[config.mk]
export PLATFORM = sky130hd
export DESIGN_NAME = keyed_watchdog
export DESIGN_NICKNAME = d
export VERILOG_FILES = /design/src/rtl/wdg_pkg.sv /design/src/rtl/wdg_key_fsm.sv /design/src/rtl/wdg_counter.sv /design/src/rtl/wdg_run_fsm.sv /design/src/rtl/keyed_watchdog.sv
export SDC_FILE = /design/constraint.sdc
export NUM_CORES = 1
export LEC_CHECK = 0
export BUFFER_PORTS_ARGS = -buffer_cell sky130_fd_sc_hd__buf_2
export CORE_ASPECT_RATIO = 1.2
export CORE_MARGIN = 2
export CORE_UTILIZATION = 30
export CTS_BUF_LIST = sky130_fd_sc_hd__clkbuf_8
export DETAILED_ROUTE_END_ITERATION = 16
export SETUP_SLACK_MARGIN = 0.1
export SKIP_LAST_GASP = 1
export SYNTH_ARGS = -nofsm -noshare
export SYNTH_HDL_FRONTEND = slang
export SYNTH_HIERARCHICAL = 1
export SYNTH_SLANG_ARGS = --single-unit
[constraint.sdc]
create_clock -name clk -period 2.8 [get_ports clk]
set_clock_uncertainty 0.2 [all_clocks]
set_input_delay 0.42 -clock clk [delete_from_list [all_inputs] [get_ports clk]]
set_output_delay 0.42 -clock clk [all_outputs]
set_load 0.1 [all_outputs]
[src/rtl/wdg_pkg.sv]
package wdg_pkg;

    localparam logic [7:0] KEY_FIRST  = 8'h1E;
    localparam logic [7:0] KEY_SECOND = 8'hE1;

    typedef enum logic [0:0] {
        KEY_IDLE = 1'b0,
        KEY_HALF = 1'b1
    } key_state_e;

    typedef enum logic [1:0] {
        RUN_OFF    = 2'd0,
        RUN_ACTIVE = 2'd1,
        RUN_FIRE   = 2'd2
    } run_state_e;

endpackage

[src/rtl/wdg_key_fsm.sv]
module wdg_key_fsm
    import wdg_pkg::*;
#(
    parameter int          ADDR_W       = 8,
    parameter logic [ADDR_W-1:0] RESTART_ADDR = 8'hB7
) (
    input  logic              clk,
    input  logic              rst_n,
    input  logic              reg_wr,
    input  logic [ADDR_W-1:0] reg_addr,
    input  logic [7:0]        reg_wdata,
    output logic              key_ok
);

    key_state_e state_q;
    key_state_e state_d;
    logic       hit;

    assign hit = reg_wr && (reg_addr == RESTART_ADDR);

    always_ff @(posedge clk) begin
        if (!rst_n) state_q <= KEY_IDLE;
        else        state_q <= state_d;
    end

    always_comb begin
        state_d = state_q;
        unique case (state_q)
            KEY_IDLE: if (hit && reg_wdata == KEY_FIRST) state_d = KEY_HALF; // first key
            KEY_HALF: if (hit) state_d = KEY_IDLE;                            // complete or abort
            default:  state_d = KEY_IDLE;
        endcase
    end

    always_comb begin
        key_ok = 1'b0;
        unique case (state_q)
            KEY_IDLE: key_ok = 1'b0;
            KEY_HALF: key_ok = hit && (reg_wdata == KEY_SECOND);
            default:  key_ok = 1'b0;
        endcase
    end

    // writes elsewhere leave the key state untouched
    a_r2_other_addr_ignored: assert property (@(posedge clk) disable iff (!rst_n)
        (!reg_wr || reg_addr != RESTART_ADDR) |=> $stable(state_q));

    // any restart-address write while half-keyed ends the sequence
    a_r3_second_write_closes: assert property (@(posedge clk) disable iff (!rst_n)
        (state_q == KEY_HALF && hit) |=> (state_q == KEY_IDLE));

endmodule

[src/rtl/wdg_counter.sv]
module wdg_counter #(
    parameter int CNT_W = 14
) (
    input  logic clk,
    input  logic rst_n,
    input  logic clear,
    input  logic enable,
    input  logic tick,
    output logic expire
);

    localparam logic [CNT_W-1:0] CNT_MAX = {CNT_W{1'b1}};

    logic [CNT_W-1:0] cnt_q;

    always_ff @(posedge clk) begin
        if (!rst_n)              cnt_q <= '0;
        else if (clear)          cnt_q <= '0;
        else if (enable && tick) cnt_q <= cnt_q + 1'b1;
    end

    // clear has priority over wrap
    assign expire = enable && tick && !clear && (cnt_q == CNT_MAX);

    // no tick, no clear -> counter holds
    a_r6_hold_without_tick: assert property (@(posedge clk) disable iff (!rst_n)
        (!tick && !clear) |=> $stable(cnt_q));

    // a clear leaves the counter at zero
    a_r5_clear_zeroes: assert property (@(posedge clk) disable iff (!rst_n)
        clear |=> (cnt_q == '0));

endmodule

[src/rtl/wdg_run_fsm.sv]
module wdg_run_fsm
    import wdg_pkg::*;
(
    input  logic clk,
    input  logic rst_n,
    input  logic key_ok,
    input  logic expire,
    output logic count_clear,
    output logic count_en,
    output logic cpu_rst_req
);

    run_state_e state_q;
    run_state_e state_d;

    always_ff @(posedge clk) begin
        if (!rst_n) state_q <= RUN_OFF;
        else        state_q <= state_d;
    end

    always_comb begin
        state_d = state_q;
        unique case (state_q)
            RUN_OFF:    if (key_ok) state_d = RUN_ACTIVE;        // arm
            RUN_ACTIVE: if (key_ok) state_d = RUN_ACTIVE;        // restart
                        else if (expire) state_d = RUN_FIRE;     // expire
            RUN_FIRE:   state_d = RUN_OFF;                       // disarm
            default:    state_d = RUN_OFF;
        endcase
    end

    always_comb begin
        count_clear = 1'b0;
        count_en    = 1'b0;
        cpu_rst_req = 1'b0;
        unique case (state_q)
            RUN_OFF:    count_clear = key_ok;
            RUN_ACTIVE: begin
                count_clear = key_ok;
                count_en    = 1'b1;
            end
            RUN_FIRE:   cpu_rst_req = 1'b1;
            default:    cpu_rst_req = 1'b0;
        endcase
    end

    // the request lasts one cycle and is followed by RUN_OFF
    a_r7_single_pulse: assert property (@(posedge clk) disable iff (!rst_n)
        cpu_rst_req |=> (!cpu_rst_req && state_q == RUN_OFF));

    // only expiry leaves RUN_ACTIVE
    a_r8_no_soft_disable: assert property (@(posedge clk) disable iff (!rst_n)
        (state_q == RUN_ACTIVE && !expire) |=> (state_q == RUN_ACTIVE));

    // a key on an active watchdog suppresses the request
    a_r9_key_beats_expiry: assert property (@(posedge clk) disable iff (!rst_n)
        (state_q == RUN_ACTIVE && key_ok) |=> !cpu_rst_req);

    // leaving RUN_OFF needs a key
    a_r1_off_needs_key: assert property (@(posedge clk) disable iff (!rst_n)
        (state_q == RUN_OFF && !key_ok) |=> (state_q == RUN_OFF));

endmodule

[src/rtl/keyed_watchdog.sv]
module keyed_watchdog #(
    parameter int                ADDR_W       = 8,
    parameter logic [ADDR_W-1:0] RESTART_ADDR = 8'hB7,
    parameter int                CNT_W        = 14
) (
    input  logic              clk,
    input  logic              rst_n,
    input  logic              tick,
    input  logic              reg_wr,
    input  logic [ADDR_W-1:0] reg_addr,
    input  logic [7:0]        reg_wdata,
    output logic              cpu_rst_req
);

    logic key_ok;
    logic expire;
    logic count_clear;
    logic count_en;

    wdg_key_fsm #(
        .ADDR_W       (ADDR_W),
        .RESTART_ADDR (RESTART_ADDR)
    ) u_key (
        .clk       (clk),
        .rst_n     (rst_n),
        .reg_wr    (reg_wr),
        .reg_addr  (reg_addr),
        .reg_wdata (reg_wdata),
        .key_ok    (key_ok)
    );

    wdg_counter #(
        .CNT_W (CNT_W)
    ) u_cnt (
        .clk    (clk),
        .rst_n  (rst_n),
        .clear  (count_clear),
        .enable (count_en),
        .tick   (tick),
        .expire (expire)
    );

    wdg_run_fsm u_run (
        .clk         (clk),
        .rst_n       (rst_n),
        .key_ok      (key_ok),
        .expire      (expire),
        .count_clear (count_clear),
        .count_en    (count_en),
        .cpu_rst_req (cpu_rst_req)
    );

    // a request can only follow a tick
    a_r4_req_after_tick: assert property (@(posedge clk) disable iff (!rst_n)
        $rose(cpu_rst_req) |-> $past(tick));

endmodule

==> results_dict.tcl <==
set metrics [dict create \
    ys_seq_area_frac 0.391 \
    drive_above_1_share 0.273 \
    ir_drop_mv 0.212 \
    switching_share 0.216 \
    wl_per_cell_um 10.7 \
    cts_tree "done" \
    drv_slew 0 \
    clkLatencyLatePin_ns 0.25 \
    syn_area_per_cell_um2 8.89 \
    grt.overflow.total 0 \
    clkSinkCount 17 \
    synth_most_common_cell "dfxtp_1" \
    power_frac_comb 0.058 \
    synth_warnings 6 \
    synth_area_um2 871 \
    root_buffer "clkbuf_8" \
    cts.clk_slew.worst_paths_ns 0.07 \
    end_kind "flop" \
    slowest_delay_ns 0.54 \
    worst-setup-path-type "primary input to flop" \
    hp-class "primary input to flop" \
    syn2layout_area_growth_pct 21.3 \
    min-delay-start "rst_n" \
    reg2reg_to "u_run/state_q[0]$_SDFFE_PN0P_" \
    regToRegSetupSlack_ns 0.71 \
    fmax_ghz 0.438 \
    start_kind "primary input" \
    cts_resized 0 \
    hold_violations 0 \
    status "finished clean" \
    p_sw_mw 0.0976 \
    htreeDepth 1 \
    relSlewSlack 0.675 \
    cts_hold_buf 0 \
    drt.antenna.violating_nets 0 \
    hold_depth 3 \
    drc_errors 0 \
    grt_pass1_vias 786 \
    routed_wirelength_mm 1.66 \
    post_drt_via_cell_ratio 4.87 \
    power.internal_mw 0.355 \
    critPathArrivalTime_ns 2.26 \
    gp_congestion 0.731 \
    setup_viol 0 \
    r2r_start "u_key/state_q$_SDFF_PN0_" \
    synth_nets 119 \
    grt.total_usage 0.118 \
    synthTopCellsByCount "17 x dfxtp_1, 12 x nor2_1, 9 x nand2_1, 9 x xor2_1, 6 x nand4_1" \
    synth-edff-count 0 \
    max-cap-violations 0 \
    critical_path.slowest_cell "or4b_4" \
    rows 21 \
    tightest_slew_ns 0.490 \
    antenna_found_initial 0 \
    grt_max_degree 11 \
    initial_utilization 0.313 \
    grt_pass1_wl_mm 3.02 \
    min_period_ns 2.28 \
    netlist_instances 98 \
    die_w_um 53.2 \
    layout_worst_path_cycle_share 0.814 \
    die_area_mm2 0.00335 \
    power_frac_seq 0.534 \
    ios 21 \
    nets 143 \
    vias 755 \
    cts.path.max_buffers 2 \
    startpoint "reg_addr[3]" \
    hold_end "u_run/state_q[1]$_SDFFE_PN0P_" \
    p_leak_nw 0.434 \
    firstDrtPassIters 3 \
    cts_buffers 3 \
    core-area_mm2 0.00279 \
    crit_chain "buf_2 -> nand4b_1 -> or4b_4 -> nor3_2 -> inv_1 -> nor2_1 -> nor3b_1 -> and4_2 -> nand2b_1 -> a21oi_1" \
    drtIter0Drc 13 \
    required_ns 2.78 \
    cts_setup_buffers 0 \
    netlist_top_cells_area "dfxtp_1 39%, xor2_1 9.1%, nor2_1 5.2%, nand4_1 4.3%, nand2_1 3.9%" \
    yosys.area.top_type_share 0.391 \
    synth_flop_cell "dfxtp_1" \
    antenna_cells 0 \
    dp_hpwl_mm 1.37 \
    grt_setup_unrepaired "false" \
    ys_async_sr_fraction 0 \
    rr_worst_depth 9 \
    synth_top_area_cell "dfxtp_1" \
    powerDensity_mw_per_mm2 428 \
    dieHeight_um 63.0 \
    synthDistinctLibCells 33 \
    n_fill_cell 316 \
    path_max_fanout 3 \
    p_total_mw 0.452 \
    p_clk_frac 0.408 \
    setup_tns_ns 0 \
    portBuffers 20 \
    ys_ff_latch 17 \
]
-- registers in the layout (all words and copies together) (netlist names) --
| signal | cells |
|---|---|
| u_key/state_q | 1 |
| u_run/state_q | 2 |
| u_cnt/cnt_q | 14 |
-- cells by family (layout without fill, tap and decap cells) --
kind of cell | after synthesis | count (layout) | share of synthesized area
adders and majority gates | 1 | 1 | 0.0144
muxes | 1 | 1 | 0.0115
and+or+nand+nor | 57 | 57 | 0.405
buffers and inverters | 4 | 27 | 0.0259
xor gates and xnor gates | 10 | 10 | 0.101
AOI/OAI and AO/OA | 8 | 8 | 0.0517
DFF | 17 | 17 | 0.391
-- per-stage QoR --
| stage | hold slack [ns] | area [um2] | worst slack [ns] | util | cells |
|---|---|---|---|---|---|
| floorplan | 0.247 | 871 | 0.440 | - | 98 |
| global placement | 0.260 | 1010 | 0.331 | 0.363 | 151 |
| detailed placement | 0.262 | 1010 | 0.253 | 0.363 | 151 |
| CTS | 0.259 | 1060 | 0.508 | 0.379 | 155 |
| global route | 0.267 | 1060 | 0.362 | 0.379 | 155 |
| finish | 0.262 | 1060 | 0.519 | 0.379 | 155 |
-- metal layers --
metal,vias up,GRT usage,part of all wire
met2,20,0.217,0.54
met5,-,0,0
met4,0,0.0481,0.0072
li1,391,-,-
met3,2,0.0215,0.042
met1,342,0.125,0.41
-- worst max-delay path, delay by kind of cell --
kind / cells / cell delay [ns]
AO/OA/AOI/OAI: 1 / 0.14
buffers and inverters: 2 / 0.17
AND/OR/NAND/NOR: 7 / 1.54
-- cell usage in the layout (no fill, tap or decap) --
cell type   n
buf_2      20
dfxtp_1    17
nor2_1     12
nand2_1     9
xor2_1      9
nand4_1     6
a21oi_1     5
nand3_1     5
clkbuf_8    3
and4_1      3
o31ai_1     2
or4_1       2
nand2b_1    2
or3_1       2
nor2b_1     2
buf_4       2
nor3_2      2
clkinv_2    1
and2_4      1
and3_1      1
nor3b_1     1
and4_2      1
nand2_4     1
o21ai_0     1
xnor2_1     1
and2_1      1
ha_1        1
nand4b_1    1
or4b_4      1
and3b_1     1
nor4bb_1    1
mux2i_1     1
and2b_1     1
inv_1       1
nand2b_4    1
-- worst max-delay path by stage --
stage / depth (start not counted) / slack (ns) / to
after floorplan: 8 / 0.44 / u_cnt/cnt_q[0]$_SDFFE_PP0P_
after global placement: 10 / 0.33 / u_run/state_q[0]$_SDFFE_PN0P_
after detailed placement: 10 / 0.25 / u_run/state_q[0]$_SDFFE_PN0P_
after CTS: 10 / 0.51 / u_run/state_q[0]$_SDFFE_PN0P_
after global routing: 10 / 0.36 / u_run/state_q[0]$_SDFFE_PN0P_
final: 10 / 0.52 / u_run/state_q[0]$_SDFFE_PN0P_
-- layout make-up --
cell class / instances / area (um2) / area share
well taps: 34 / 42.5 / 0.0403
inverters: 1 / 3.75 / 0.00355
clock inverters: 1 / 5.00 / 0.00474
flip-flops and latches: 17 / 340 / 0.322
repair buffers: 22 / 115 / 0.109
multi-input cells: 77 / 508 / 0.481
clock buffers: 3 / 41.3 / 0.0391
-- power by group through the flow --
stage               combinational [mW]  clock (mW)  sequential (mW)
finish                          0.0260       0.185            0.242
CTS                             0.0263       0.191            0.242
floorplan                      0.00741           0            0.247
global placement                0.0251           0            0.247
detailed placement              0.0263           0            0.247
global route                    0.0298       0.205            0.241
Power figures use the tool's default switching activity.
